`src/rtl/sec_counter_pkg.sv`:
```
// Package: shared widths and digit type for the seconds counter.
// Assumes decimal digits stored as plain 4-bit binary values.
package sec_counter_pkg;
    localparam int DIGIT_W    = 4;
    localparam int DIGIT_MAX  = 9;
    localparam int NUM_PLACES = 4;

    typedef logic [DIGIT_W-1:0] dec_digit_t;
endpackage

```
`src/rtl/sec_reset_sync.sv`:
```
// Module: reset re-timer. Assertion reaches the output at once;
// release passes through SYNC_STAGES flops so it lines up with clk.
// Assumes rst_n may change at any time relative to clk.
module sec_reset_sync #(
    parameter int SYNC_STAGES = 2
) (
    input  logic clk,
    input  logic rst_n,
    output logic rst_sync_n
);
    logic [SYNC_STAGES-1:0] chain_q;

    // Shift ones in after release; clear the chain the moment reset asserts.
    always_ff @(posedge clk or negedge rst_n) begin
        if (!rst_n) begin
            chain_q <= '0;
        end else begin
            chain_q <= {chain_q[SYNC_STAGES-2:0], 1'b1};
        end
    end

    assign rst_sync_n = chain_q[SYNC_STAGES-1];
endmodule

```
`src/rtl/sec_prescaler.sv`:
```
// Module: clock divider giving a one-cycle enable every TICK_CYCLES clocks.
// Assumes TICK_CYCLES >= 2. The first enable comes TICK_CYCLES-1 cycles
// after reset release, then one every TICK_CYCLES cycles.
module sec_prescaler #(
    parameter int TICK_CYCLES = 50_000_000
) (
    input  logic clk,
    input  logic rst_n,
    output logic tick
);
    localparam int CNT_W = (TICK_CYCLES > 2) ? $clog2(TICK_CYCLES) : 1;
    localparam logic [CNT_W-1:0] LAST = CNT_W'(TICK_CYCLES - 1);

    logic [CNT_W-1:0] cnt_q;

    assign tick = (cnt_q == LAST);

    // Count clocks, returning to zero after the last one.
    always_ff @(posedge clk or negedge rst_n) begin
        if (!rst_n) begin
            cnt_q <= '0;
        end else if (tick) begin
            cnt_q <= '0;
        end else begin
            cnt_q <= cnt_q + 1'b1;
        end
    end
endmodule

```
`src/rtl/sec_decade_digit.sv`:
```
// Module: one modulo-ten decimal place. It advances when en is high and
// asserts carry when it is enabled while sitting at 9.
// Assumes en is a single-cycle pulse.
module sec_decade_digit
    import sec_counter_pkg::*;
(
    input  logic       clk,
    input  logic       rst_n,
    input  logic       en,
    output dec_digit_t value,
    output logic       carry
);
    localparam dec_digit_t TOP = dec_digit_t'(DIGIT_MAX);

    dec_digit_t value_q;

    assign carry = en && (value_q == TOP);
    assign value = value_q;

    // Step the digit on enable, wrapping from nine back to zero.
    always_ff @(posedge clk or negedge rst_n) begin
        if (!rst_n) begin
            value_q <= '0;
        end else if (carry) begin
            value_q <= '0;
        end else if (en) begin
            value_q <= value_q + 1'b1;
        end
    end
endmodule

```
`src/rtl/seconds_bcd_counter.sv`:
```
// Module: four-place decimal seconds counter, 0000 to 9999 with wrap.
// Assumes TICK_CYCLES is the clock frequency in Hz (smaller for simulation).
// Places chain their carries: each runs at a tenth of its right neighbour.
module seconds_bcd_counter
    import sec_counter_pkg::*;
#(
    parameter int TICK_CYCLES = 50_000_000
) (
    input  logic       clk,
    input  logic       rst_n,
    output logic [3:0] ones_o,
    output logic [3:0] tens_o,
    output logic [3:0] hundreds_o,
    output logic [3:0] thousands_o,
    output logic       wrap_o
);
    logic       rst_sync_n;
    logic       tick;
    logic       chain [NUM_PLACES+1];
    dec_digit_t place [NUM_PLACES];
    logic       wrap_q;

    sec_reset_sync #(.SYNC_STAGES(2)) u_rst (
        .clk        (clk),
        .rst_n      (rst_n),
        .rst_sync_n (rst_sync_n)
    );

    sec_prescaler #(.TICK_CYCLES(TICK_CYCLES)) u_pre (
        .clk   (clk),
        .rst_n (rst_sync_n),
        .tick  (tick)
    );

    assign chain[0] = tick;

    for (genvar i = 0; i < NUM_PLACES; i++) begin : g_place
        sec_decade_digit u_dig (
            .clk   (clk),
            .rst_n (rst_sync_n),
            .en    (chain[i]),
            .value (place[i]),
            .carry (chain[i+1])
        );
    end

    // Register the top carry so the pulse lines up with the 0000 display.
    always_ff @(posedge clk or negedge rst_sync_n) begin
        if (!rst_sync_n) begin
            wrap_q <= 1'b0;
        end else begin
            wrap_q <= chain[NUM_PLACES];
        end
    end

    assign ones_o      = place[0];
    assign tens_o      = place[1];
    assign hundreds_o  = place[2];
    assign thousands_o = place[3];
    assign wrap_o      = wrap_q;
endmodule

```
`config.mk`:
```
export PLATFORM = sky130hd
export DESIGN_NAME = seconds_bcd_counter
export DESIGN_NICKNAME = d
export VERILOG_FILES = /design/src/rtl/sec_counter_pkg.sv /design/src/rtl/sec_reset_sync.sv /design/src/rtl/sec_prescaler.sv /design/src/rtl/sec_decade_digit.sv /design/src/rtl/seconds_bcd_counter.sv
export SDC_FILE = /design/constraint.sdc
export NUM_CORES = 1
export LEC_CHECK = 0
export CORE_ASPECT_RATIO = 1.1
export CORE_UTILIZATION = 52
export DETAILED_ROUTE_END_ITERATION = 8
export HOLD_SLACK_MARGIN = 0.12
export PLACE_DENSITY_LB_ADDON = 0.12
export SETUP_SLACK_MARGIN = 0.15
export SYNTH_ARGS = -nofsm -noshare
export SYNTH_HDL_FRONTEND = slang
export SYNTH_SLANG_ARGS = --single-unit
export TNS_END_PERCENT = 50
```
`constraint.sdc`:
```
create_clock -name clk -period 1.4 [get_ports clk]
set_input_delay 0.28 -clock clk [delete_from_list [all_inputs] [get_ports clk]]
set_output_delay 0.28 -clock clk [all_outputs]
set_load 0.05 [all_outputs]
```
==> reports/summary.txt, run 1 <==
Initial Util: 54.17%
Stopped at: 5_1_grt
Die Ht: 72.34 um
pin count of the biggest net entering global routing: 30
Post-Place Setup Slack: -0.4807 ns
Die Width: 65.94 um
Post-synth EDFFs: 0
clock sink count: 45
row cnt: 25
RePlAce Congestion: 0.8454
TritonCTS Buffers: 5
hold buffers post-CTS: 0
initial antenna violation count: 1
# H-tree levels: 2
largest buffer count on any clock path: 2
Synth Cell Area: 2338 sq um
async set-or-reset flop fraction in the synthesized netlist: 100.0%
post-GRT worst EP: g_place[2].u_dig.value[3]$_DFFE_PN0P_/D
predominant post-synthesis flop cell: dfrtp_1
IO buf count: 18
WEP type: register input
sequential cell area fraction in the yosys report: 48.15%
First Err: [ERROR DPL-0033] detailed placement checks failed during check placement.
Yosys warnings: 0
Synthesized Nets: 236
gate count of the mapped netlist: 225
post-synthesis area per instance: 10.39 sq um
Distinct cells, synth: 44
Ports: 19
clock root buffer: clkbuf_8
status: aborted with a tool error
Post-DP HPWL: 4080 um
flops & latches, synth: 45
[what timing repair did]
| action | 4_1_cts |
|---|---|
| resized for setup | 67 |
| pin swaps | 23 |
| setup endpoints to repair | 57 |
| hold endpoints to repair | 0 |
| setup buffers | 13 |
| cloned | 2 |
[synth_stat cells, types with 2 or more instances]
cell / n / area [sq um]
a21oi_1: 5 / 25.02
a31oi_1: 2 / 12.51
and2_1: 5 / 31.28
and3_1: 6 / 37.54
and3b_1: 4 / 35.03
clkbuf_1: 5 / 18.77
dfrtp_1: 45 / 1126
ha_1: 9 / 112.6
inv_1: 9 / 33.78
mux2_2: 12 / 135.1
mux2i_1: 3 / 30.03
nand2_1: 13 / 48.80
nand3_1: 11 / 55.05
nand4_1: 7 / 43.79
nand4_2: 2 / 25.02
nor2_1: 22 / 82.58
nor3_1: 9 / 45.04
nor4_1: 3 / 18.77
o21ai_0: 5 / 25.02
o31ai_1: 6 / 45.04
or3_1: 4 / 25.02
or4_1: 3 / 22.52
xnor2_1: 9 / 78.83
xor2_1: 6 / 52.55
[cell families after synthesis]
family          after synthesis  synth area share [%]
compound gates               26                 7.598
xor+xnor                     15                 5.618
fa+ha+maj                     9                 4.815
buf+inv                      17                 2.835
flops                        45                 48.15
mux                          15                 7.063
other cells                   1                0.1604
simple gates                 97                 23.76
[stage by stage]
stage,area (sq um),utilization (%),cells
detailed placement,3473,80.46,365
floorplan,2532,-,225
global placement,3473,80.46,365
CTS,3961,91.77,388
==> inputs of run 2 (changes only) <==
Settings changed: CORE_ASPECT_RATIO 1.1 to default, CORE_UTILIZATION 52 to 40, HOLD_SLACK_MARGIN 0.12 to default, PLACE_DENSITY_LB_ADDON 0.12 to 0.15, SETUP_SLACK_MARGIN 0.15 to default.
Clock period 1.4 ns to 1.8 ns, I/O delays scaled along.
==> run 2 against run 1 <==
Against the previous run:
- the flow now finishes, with violations (setup timing)
- synthesized cell count did not move
- synthesized area is the same
==> reports/summary.txt, run 2 <==
layout cells sized above 1: 44.78%
skew final: 0.009174 ns
largest register by flop count: u_pre.cnt_q
Die Width: 78.46 um
largest buffer count on any clock path: 2
Yosys top cell area share: 48.15%
Die Ht: 78.46 um
Synth area leader: dfrtp_1
met3 layer usage reported by global route: 3.837%
CP Launch Type: flip-flop
crit path time final: 1.858 ns
GRT overflow: 0
Iteration-0 DRC Markers: 97
Synth Cell Area: 2338 sq um
async set-or-reset flop fraction in the synthesized netlist: 100.0%
Fin. Hold Viols: 0
post-DR wirelength/cell: 13.97 um
clock transition at the registers of the reported paths: 0.08 ns
post-synthesis area per instance: 10.39 sq um
Int Pwr: 1332 uW
Setup Crit Path Kind: reg2reg
maximum VDD drop: 331.3 uV
core area: 5574 sq um
Final Routed Wirelength: 5156 um
GRT Total Usage: 18.64%
Synth area leaders: dfrtp_1 (48%), mux2_2 (5.8%), ha_1 (4.8%)
first-pass GRT wire length: 8901 um
R2R Path Start: u_pre.cnt_q[10]
flops & latches, synth: 45
Post-synth EDFFs: 0
gate count of the mapped netlist: 225
Yosys warnings: 0
drt drc: 0
Initial Util: 41.95%
flip-flop count of the largest register after layout: 26
Final Cycle Share: 103.2%
Post-Place Setup Slack: -0.1062 ns
remaining antenna violation count: 0
Commonest cells post-synth: dfrtp_1 (45), nor2_1 (22), nand2_1 (13), mux2_2 (12), nand3_1 (11)
M1 GR Usage: 24.87%
Worst Setup SP: u_pre.cnt_q[10]
Ports: 19
sw power: 352.8 uW
Comb pwr share: 1.1%
Clock power frac: 38.3%
Via-to-Cell Ratio: 5.249
initial antenna violation count: 0
Leak Pwr: 0.001589 uW
crit-path max FO: 3
Most Crowded Layer GR: met2
Distinct cells, synth: 44
Final Net Count: 307
CP Data Arrival Time: 2.09 ns
Sw Ratio: 20.94%
clock sink count: 45
TritonCTS clock tree: built
Max Fclk: 0.5381 GHz
final total power: 1685 uW
sequential cell area fraction in the yosys report: 48.15%
number of global-route vias before repair: 1918
predominant post-synthesis flop cell: dfrtp_1
Die ar.: 6156 sq um
Max Cap Viol: 0
row cnt: 27
HP Class: reg2async
TritonCTS Buffers: 5
max-slew violations: 0
final setup fails: 3
IO buf count: 18
clk_lat worst skew: 0.30 ns
worst setup margin: -0.05849 ns
clock root buffer: clkbuf_8
status: finished, violations left
Required @ worst endpoint: 2.04 ns
area grow syn2layout: 41.89%
Post-DP HPWL: 3513 um
kind of end point of the critical path: flip-flop
pin count of the biggest net entering global routing: 28
Diodes inserted: 0
met2 usage: 30.70%
most common cell after layout, fill and taps aside: buf_4
Synthesized Nets: 236
# H-tree levels: 2
RePlAce Congestion: 0.7620
total iterations of the first detailed-routing run: 4
hold buffers post-CTS: 0
failing checks: setup timing
commonest cells after routing, fill and taps aside: buf_4 (61), dfrtp_1 (37), nor2_1 (21)
share of power burned in registers: 60.6%
most common cell in the netlist: dfrtp_1
RSZ-0062 raised after global routing: true
DR vias: 1937
Worst Hold Slack: 0.1963 ns
pwr dens: 507.7 nW/um^2
run 2: cell counts after synthesis:
Identical to the previous run, type by type.
run 2: worst max-delay path: stages (launching register included):
cell and delay (ns):
dfrtp_1 0.42, buf_6 0.13, nand4_1 0.07, or4_4 0.55
or4_4 0.52, a21oi_2 0.12
run 2: stage by stage:
step / setup TNS [ns] / area, sq um / instances / util, %
6_report: -0.07600 / 3318 / 369 / 59.53
5_1_grt: -0.6783 / 3318 / 369 / 59.53
4_1_cts: -0.04572 / 3104 / 364 / 55.69
3_5_place_dp: -0.8531 / 2928 / 354 / 52.53
3_3_place_gp: -1.028 / 2928 / 354 / 52.53
2_1_floorplan: -0.1444 / 2357 / 225 / -
run 2: area by class of cell:
cell class	instances	area, sq um
Inverter	9	33.78
Sequential cell	45	1136
Multi-Input combinational cell	163	1361
Timing Repair Buffer	72	606.8
Tap cell	72	90.09
Clock buffer	8	90.09
Fill cell	514	2256
run 2: kinds of logic (layout without fill, tap and decap cells):
| logic type | Yosys count | in the layout | share of synthesized area (%) |
|---|---|---|---|
| simple gates | 97 | 97 | 23.76 |
| flops | 45 | 45 | 48.15 |
| compound gates | 26 | 26 | 7.598 |
| buf+inv | 17 | 89 | 2.835 |
| xor+xnor | 15 | 15 | 5.618 |
| mux | 15 | 15 | 7.063 |
| fa+ha+maj | 9 | 9 | 4.815 |
| other cells | 1 | 1 | 0.1604 |
run 2: per-layer routing:
metal | share of wire, % | routed length (um)
met4 | 1.0 | 52
met5 | 0 | 0
met3 | 2.6 | 136
met2 | 49 | 2537
met1 | 47 | 2429
run 2: path summary, 6_finish.rpt:
kind | cells past startpoint | slack (ns) | end
setup reg to reg | 5 | -0.06 | u_pre.cnt_q[22]
setup / recovery | 5 | -0.06 | u_pre.cnt_q[22]
min in group clk | 0 | 0.36 | u_rst.chain_q[1]
hold reg to reg | 0 | 0.20 | g_place[1].u_dig.value[2]
hold / removal | 0 | 0.20 | g_place[1].u_dig.value[2]
max in group asynchronous | 1 | 1.11 | u_pre.cnt_q[7]
run 2: timing repair:
action | 4_1_cts | 5_1_grt
pin swaps | 7 | 14
resized for setup | 15 | 41
buffers inserted | 1 | 5
setup endpoints to repair | 17 | 31
gates cloned | 1 | 0
run 2: power groups by stage:
stage | Sequential, uW | Combinational, uW | Clock (uW)
after CTS | 1020 | 20.0 | 666
after detailed placement | 1040 | 20.1 | 0
after global placement | 1040 | 20.0 | 0
after floorplan | 1050 | 0.181 | 0
after global routing | 1020 | 22.0 | 706
final | 1020 | 18.4 | 646
Power figures use the tool's default switching activity.
==> inputs of run 3 (changes only) <==
Settings changed: PLACE_DENSITY_LB_ADDON 0.15 to 0.05.
==> run 3 against run 2 <==
Against the previous run:
- the flow still finishes with violations (setup timing)
- worst setup slack got worse by 0.048 ns
- critical path depth is the same
- global-route usage decreased by 0.67 points
- combinational power increased by 22%
- sequential cell count is the same
- cell area decreased by 1.2%
- worst hold slack better by 0.019 ns
- clock skew fell by 0.0045 ns
- sequential power about the same
- sequential share of layout area up 0.38 points
- first-iteration DRC count fell by 36%
- critical path type unchanged
- critical endpoint unchanged
==> reports/summary.txt, run 3 (synthesis results as in run 2) <==
status: finished, violations left
failing checks: setup timing
Diodes inserted: 0
largest register by flop count: u_pre.cnt_q
CP Buf/Inv Count: 1
maximum VDD drop: 273.2 uV
crit-path max FO: 3
Die Ht: 78.46 um
pwr dens: 526.0 nW/um^2
RSZ-0062 raised after global routing: true
Iteration-0 DRC Markers: 62
post-DR wirelength/cell: 13.67 um
Die ar.: 6156 sq um
cell repeated most along the worst path: or4_4
Post-DP HPWL: 3681 um
Worst Hold Slack: 0.2156 ns
Initial Util: 41.95%
Max-slew headroom: 63.58%
most common cell after layout, fill and taps aside: buf_4
total iterations of the first detailed-routing run: 4
clock transition at the registers of the reported paths: 0.08 ns
Ports: 19
row cnt: 27
Setup Crit Path Kind: reg2reg
# H-tree levels: 2
crit path max-delay cell type: or4_4
core area: 5574 sq um
Leak Pwr: 0.001568 uW
largest buffer count on any clock path: 2
crit path time final: 1.906 ns
Sw Ratio: 20.96%
area grow syn2layout: 40.18%
Final Cycle Share: 105.9%
CP Data Arrival Time: 2.13 ns
Required @ worst endpoint: 2.02 ns
clock root buffer: clkbuf_8
drt drc: 0
Final Net Count: 310
RePlAce Congestion: 0.7845
share of power burned in registers: 58.7%
clock sink count: 45
final setup fails: 1
commonest cells after routing, fill and taps aside: buf_4 (67), dfrtp_1 (38), nor2_1 (21)
Max Cap Viol: 0
pin count of the biggest net entering global routing: 44
max-slew violations: 0
Comb pwr share: 1.3%
sw power: 361.3 uW
GRT overflow: 0
Crit path largest cell delay: 0.56 ns
CP Launch Type: flip-flop
Cell Chain, Critical Path: buf_4 > nand4_1 > or4_4 > or4_4 > a21oi_4
Tightest Pin Transition: 0.5463 ns
Int Pwr: 1363 uW
first-pass GRT wire length: 8590 um
Via-to-Cell Ratio: 5.027
worst setup margin: -0.1065 ns
clk_lat worst skew: 0.30 ns
Post-Place Setup Slack: -0.1653 ns
number of global-route vias before repair: 1825
Clock power frac: 40.0%
Fillers: 504
GRT Total Usage: 17.97%
TritonCTS clock tree: built
IO buf count: 18
TritonCTS Buffers: 5
Die Width: 78.46 um
HP Class: in2async
flip-flop count of the largest register after layout: 26
layout cells sized above 1: 45.33%
kind of end point of the critical path: flip-flop
DR vias: 1870
remaining antenna violation count: 0
Max Fclk: 0.5245 GHz
final total power: 1724 uW
Crit path max-delay family: simple AND/OR/NAND/NOR gates
Fin. Hold Viols: 0
Final Routed Wirelength: 5087 um
R2R setup slack: -0.11 ns
skew final: 0.004661 ns
initial antenna violation count: 0
## run 3: cell types whose count changed in the layout (fill, tap and decap cells not counted), sizes merged
| cell | change |
|---|---|
| buf | +4 |
| clkinv | +1 |
| clkbuf | -2 |
## run 3: repair_timing
| action | in CTS | in global routing |
|---|---|---|
| setup endpoints to repair | 20 | 26 |
| gates resized for setup | 15 | 32 |
| buffers inserted | 0 | 2 |
| hold buffers | 0 | 0 |
| pin swaps | 2 | 13 |
| cloned | 0 | 0 |
## run 3: per-layer routing
metal  GRT usage [%]  vias to the layer above  routed length, um
met5               0                        -                  0
met4           4.815                        0                 51
met3           4.302                        6                131
met2           29.74                       20               2454
met1           23.48                      890               2449
li1                -                      954                  -
## run 3: metrics by stage
stage               utilization [%]  area [sq um]  setup TNS, ns  std cells
CTS                           56.25          3136        -0.2044        370
finish                        58.81          3278        -0.1065        372
global route                  58.81          3278        -0.6259        372
floorplan                         -          2357        -0.1444        225
global placement              53.15          2963         -1.323        362
detailed placement            53.15          2963         -1.155        362
## run 3: worst register-to-register path, cell delays in order (launching register included)
cell and delay [ns]:
dfrtp_1 0.39, buf_4 0.13, nand4_1 0.08, or4_4 0.56, or4_4 0.55, a21oi_4 0.14
## run 3: cell type report
type	instances	area (sq um)	area share (%)
multi-input cells	163	1326	40.46
well taps	72	90.09	2.748
clock inverters	1	5.005	0.1527
repair buffers	75	591.8	18.05
flip-flops and latches	45	1135	34.62
inverters	9	33.78	1.031
clock buffers	7	96.34	2.939
## run 3: power groups by stage
stage	clock (uW)	sequential, uW	combinational [uW]
finish	689	1010	22.5
global route	747	1010	27.4
CTS	716	1010	24.6
detailed placement	0	1030	24.8
global placement	0	1030	24.9
floorplan	0	1050	0.181
## run 3: worst paths after layout
| path | to | from | cells past startpoint |
|---|---|---|---|
| setup reg to reg | u_pre.cnt_q[22] | u_pre.cnt_q[11] | 5 |
| min in group clk | u_rst.chain_q[1] | u_rst.chain_q[0] | 0 |
| setup / recovery | u_pre.cnt_q[22] | u_pre.cnt_q[11] | 5 |
| hold reg to reg | u_pre.cnt_q[4] | u_rst.chain_q[1] | 1 |
| hold / removal | u_rst.chain_q[0] | rst_n | 1 |
| max in group asynchronous | g_place[1].u_dig.value[1] | u_rst.chain_q[1] | 1 |
==> inputs of run 4 (changes only) <==
Settings changed: CORE_MARGIN from default to 2.
==> run 4 against run 3 <==
Against the previous run:
- the run still ends with setup timing left
- cell area increased by 1.8%
- die area rose by 5.2%
- sequential share of layout area down 0.54 points
- cell count up 0.54%
- maximum frequency is 2.6% higher
- sequential power about the same
- clock power is 7.5% lower
- count of clock-buffer cells in the layout grew 1
- critical path depth stayed put
- worst hold slack is essentially flat
- register-to-register slack improved by 0.05 ns
- critical endpoint unchanged
- largest power group unchanged
==> reports/summary.txt, run 4 (synthesis results as in run 2) <==
status: finished, violations left
failing checks: setup timing
clk_lat worst skew: 0.29 ns
initial antenna violation count: 0
Fillers: 504
DR vias: 1942
TritonCTS clock tree: built
Setup Crit Path Kind: reg2reg
HP Class: in2async
kind of end point of the critical path: flip-flop
CP Data Arrival Time: 2.08 ns
Diodes inserted: 0
total iterations of the first detailed-routing run: 4
drt drc: 0
pin count of the biggest net entering global routing: 21
Ports: 19
area of the multi-input gates: 1350 sq um
placed cells: 360
IO buf count: 18
Iteration-0 DRC Markers: 52
clock transition at the registers of the reported paths: 0.08 ns
Final Net Count: 312
Die Ht: 80.46 um
core area: 5574 sq um
skew final: 0.006879 ns
TritonCTS Buffers: 5
Leak Pwr: 0.001644 uW
GRT Total Usage: 17.54%
Fin. Hold Viols: 0
Final Cycle Share: 103.2%
first-pass GRT wire length: 8928 um
Max Fclk: 0.5381 GHz
Post-DP HPWL: 3760 um
remaining antenna violation count: 0
pwr dens: 501.9 nW/um^2
layout cells sized above 1: 44.37%
most common cell after layout, fill and taps aside: buf_4
max-slew violations: 0
final core utilization: 59.87%
Max Cap Viol: 0
maximum VDD drop: 319.4 uV
Via-to-Cell Ratio: 5.193
hold buffers post-CTS: 0
final setup fails: 3
GRT overflow: 0
flip-flop count of the largest register after layout: 26
clock root buffer: clkbuf_8
row cnt: 27
commonest cells after routing, fill and taps aside: buf_4 (67), dfrtp_1 (36), nor2_1 (21)
Die Width: 80.46 um
Die ar.: 6474 sq um
Placed Area: 2948 sq um
post-DR wirelength/cell: 14.03 um
area grow syn2layout: 42.70%
clock sink count: 45
crit path time final: 1.858 ns
Final Non-Filler Cells: 374
largest buffer count on any clock path: 2
crit-path max FO: 3
worst setup margin: -0.05833 ns
CP Launch Type: flip-flop
RSZ-0062 raised after global routing: true
RePlAce Congestion: 0.7874
final instance area: 3337 sq um
Final Routed Wirelength: 5246 um
Required @ worst endpoint: 2.02 ns
# H-tree levels: 2
largest register by flop count: u_pre.cnt_q
Reg area: 1137 sq um
number of global-route vias before repair: 1920
Initial Util: 41.95%
-- run 4: cell type report --
class                           count  share of cell area, %
Multi-Input combinational cell    163                  40.46
Sequential cell                    45                  34.08
Timing Repair Buffer               77                  19.05
Clock buffer                        8                  2.700
Tap cell                           72                  2.700
Inverter                            9                  1.012
-- run 4: critical path, cell delays in order, from the launching register on --
cell	delay (ns)
dfrtp_1	0.41
buf_6	0.13
nand4_1	0.07
or4_4	0.54
or4_1	0.50
a21oi_1	0.14
-- run 4: report_power, final --
part	total (uW)	internal, uW	switching (uW)
sequential	1020	1010	8.89
combinational	16.3	4.75	11.6
clock	637	313	324
-- run 4: metrics by stage --
step | power [uW] | setup TNS (ns) | setup slack [ns] | hold WS (ns)
floorplan | 1046 | -0.1444 | -0.04477 | 0.06441
global placement | 1060 | -0.9886 | -0.1577 | 0.2359
detailed placement | 1060 | -1.309 | -0.1379 | 0.2326
CTS | 1710 | -0.07847 | -0.04674 | 0.2089
global route | 1750 | -1.158 | -0.1276 | 0.2050
finish | 1675 | -0.1292 | -0.05833 | 0.2154
-- run 4: worst paths after layout --
path	start	end	slack, ns	cells after the start
max in group asynchronous	u_rst.chain_q[1]	u_pre.cnt_q[9]	1.01	1
worst max-delay path	u_pre.cnt_q[10]	u_pre.cnt_q[22]	-0.06	5
min in group clk	u_rst.chain_q[0]	u_rst.chain_q[1]	0.36	0
worst min-delay path	rst_n	u_rst.chain_q[0]	0.22	1
worst max register to register	u_pre.cnt_q[10]	u_pre.cnt_q[22]	-0.06	5
worst min register to register	u_rst.chain_q[1]	g_place[0].u_dig.value[3]	0.22	0
-- run 4: per-layer routing --
| layer | global-route usage [%] | up-vias | routed length (um) |
|---|---|---|---|
| li1 | - | 963 | - |
| met3 | 3.371 | 4 | 154 |
| met5 | 0 | - | 0 |
| met2 | 29.17 | 29 | 2575 |
| met4 | 3.051 | 0 | 35 |
| met1 | 24.10 | 946 | 2481 |
-- run 4: repair_timing --
action | CTS | global route
gates cloned | 0 | 1
buffers inserted | 1 | 5
endpoints found under the setup margin | 28 | 30
pin swaps | 0 | 18
gates resized for setup | 13 | 43
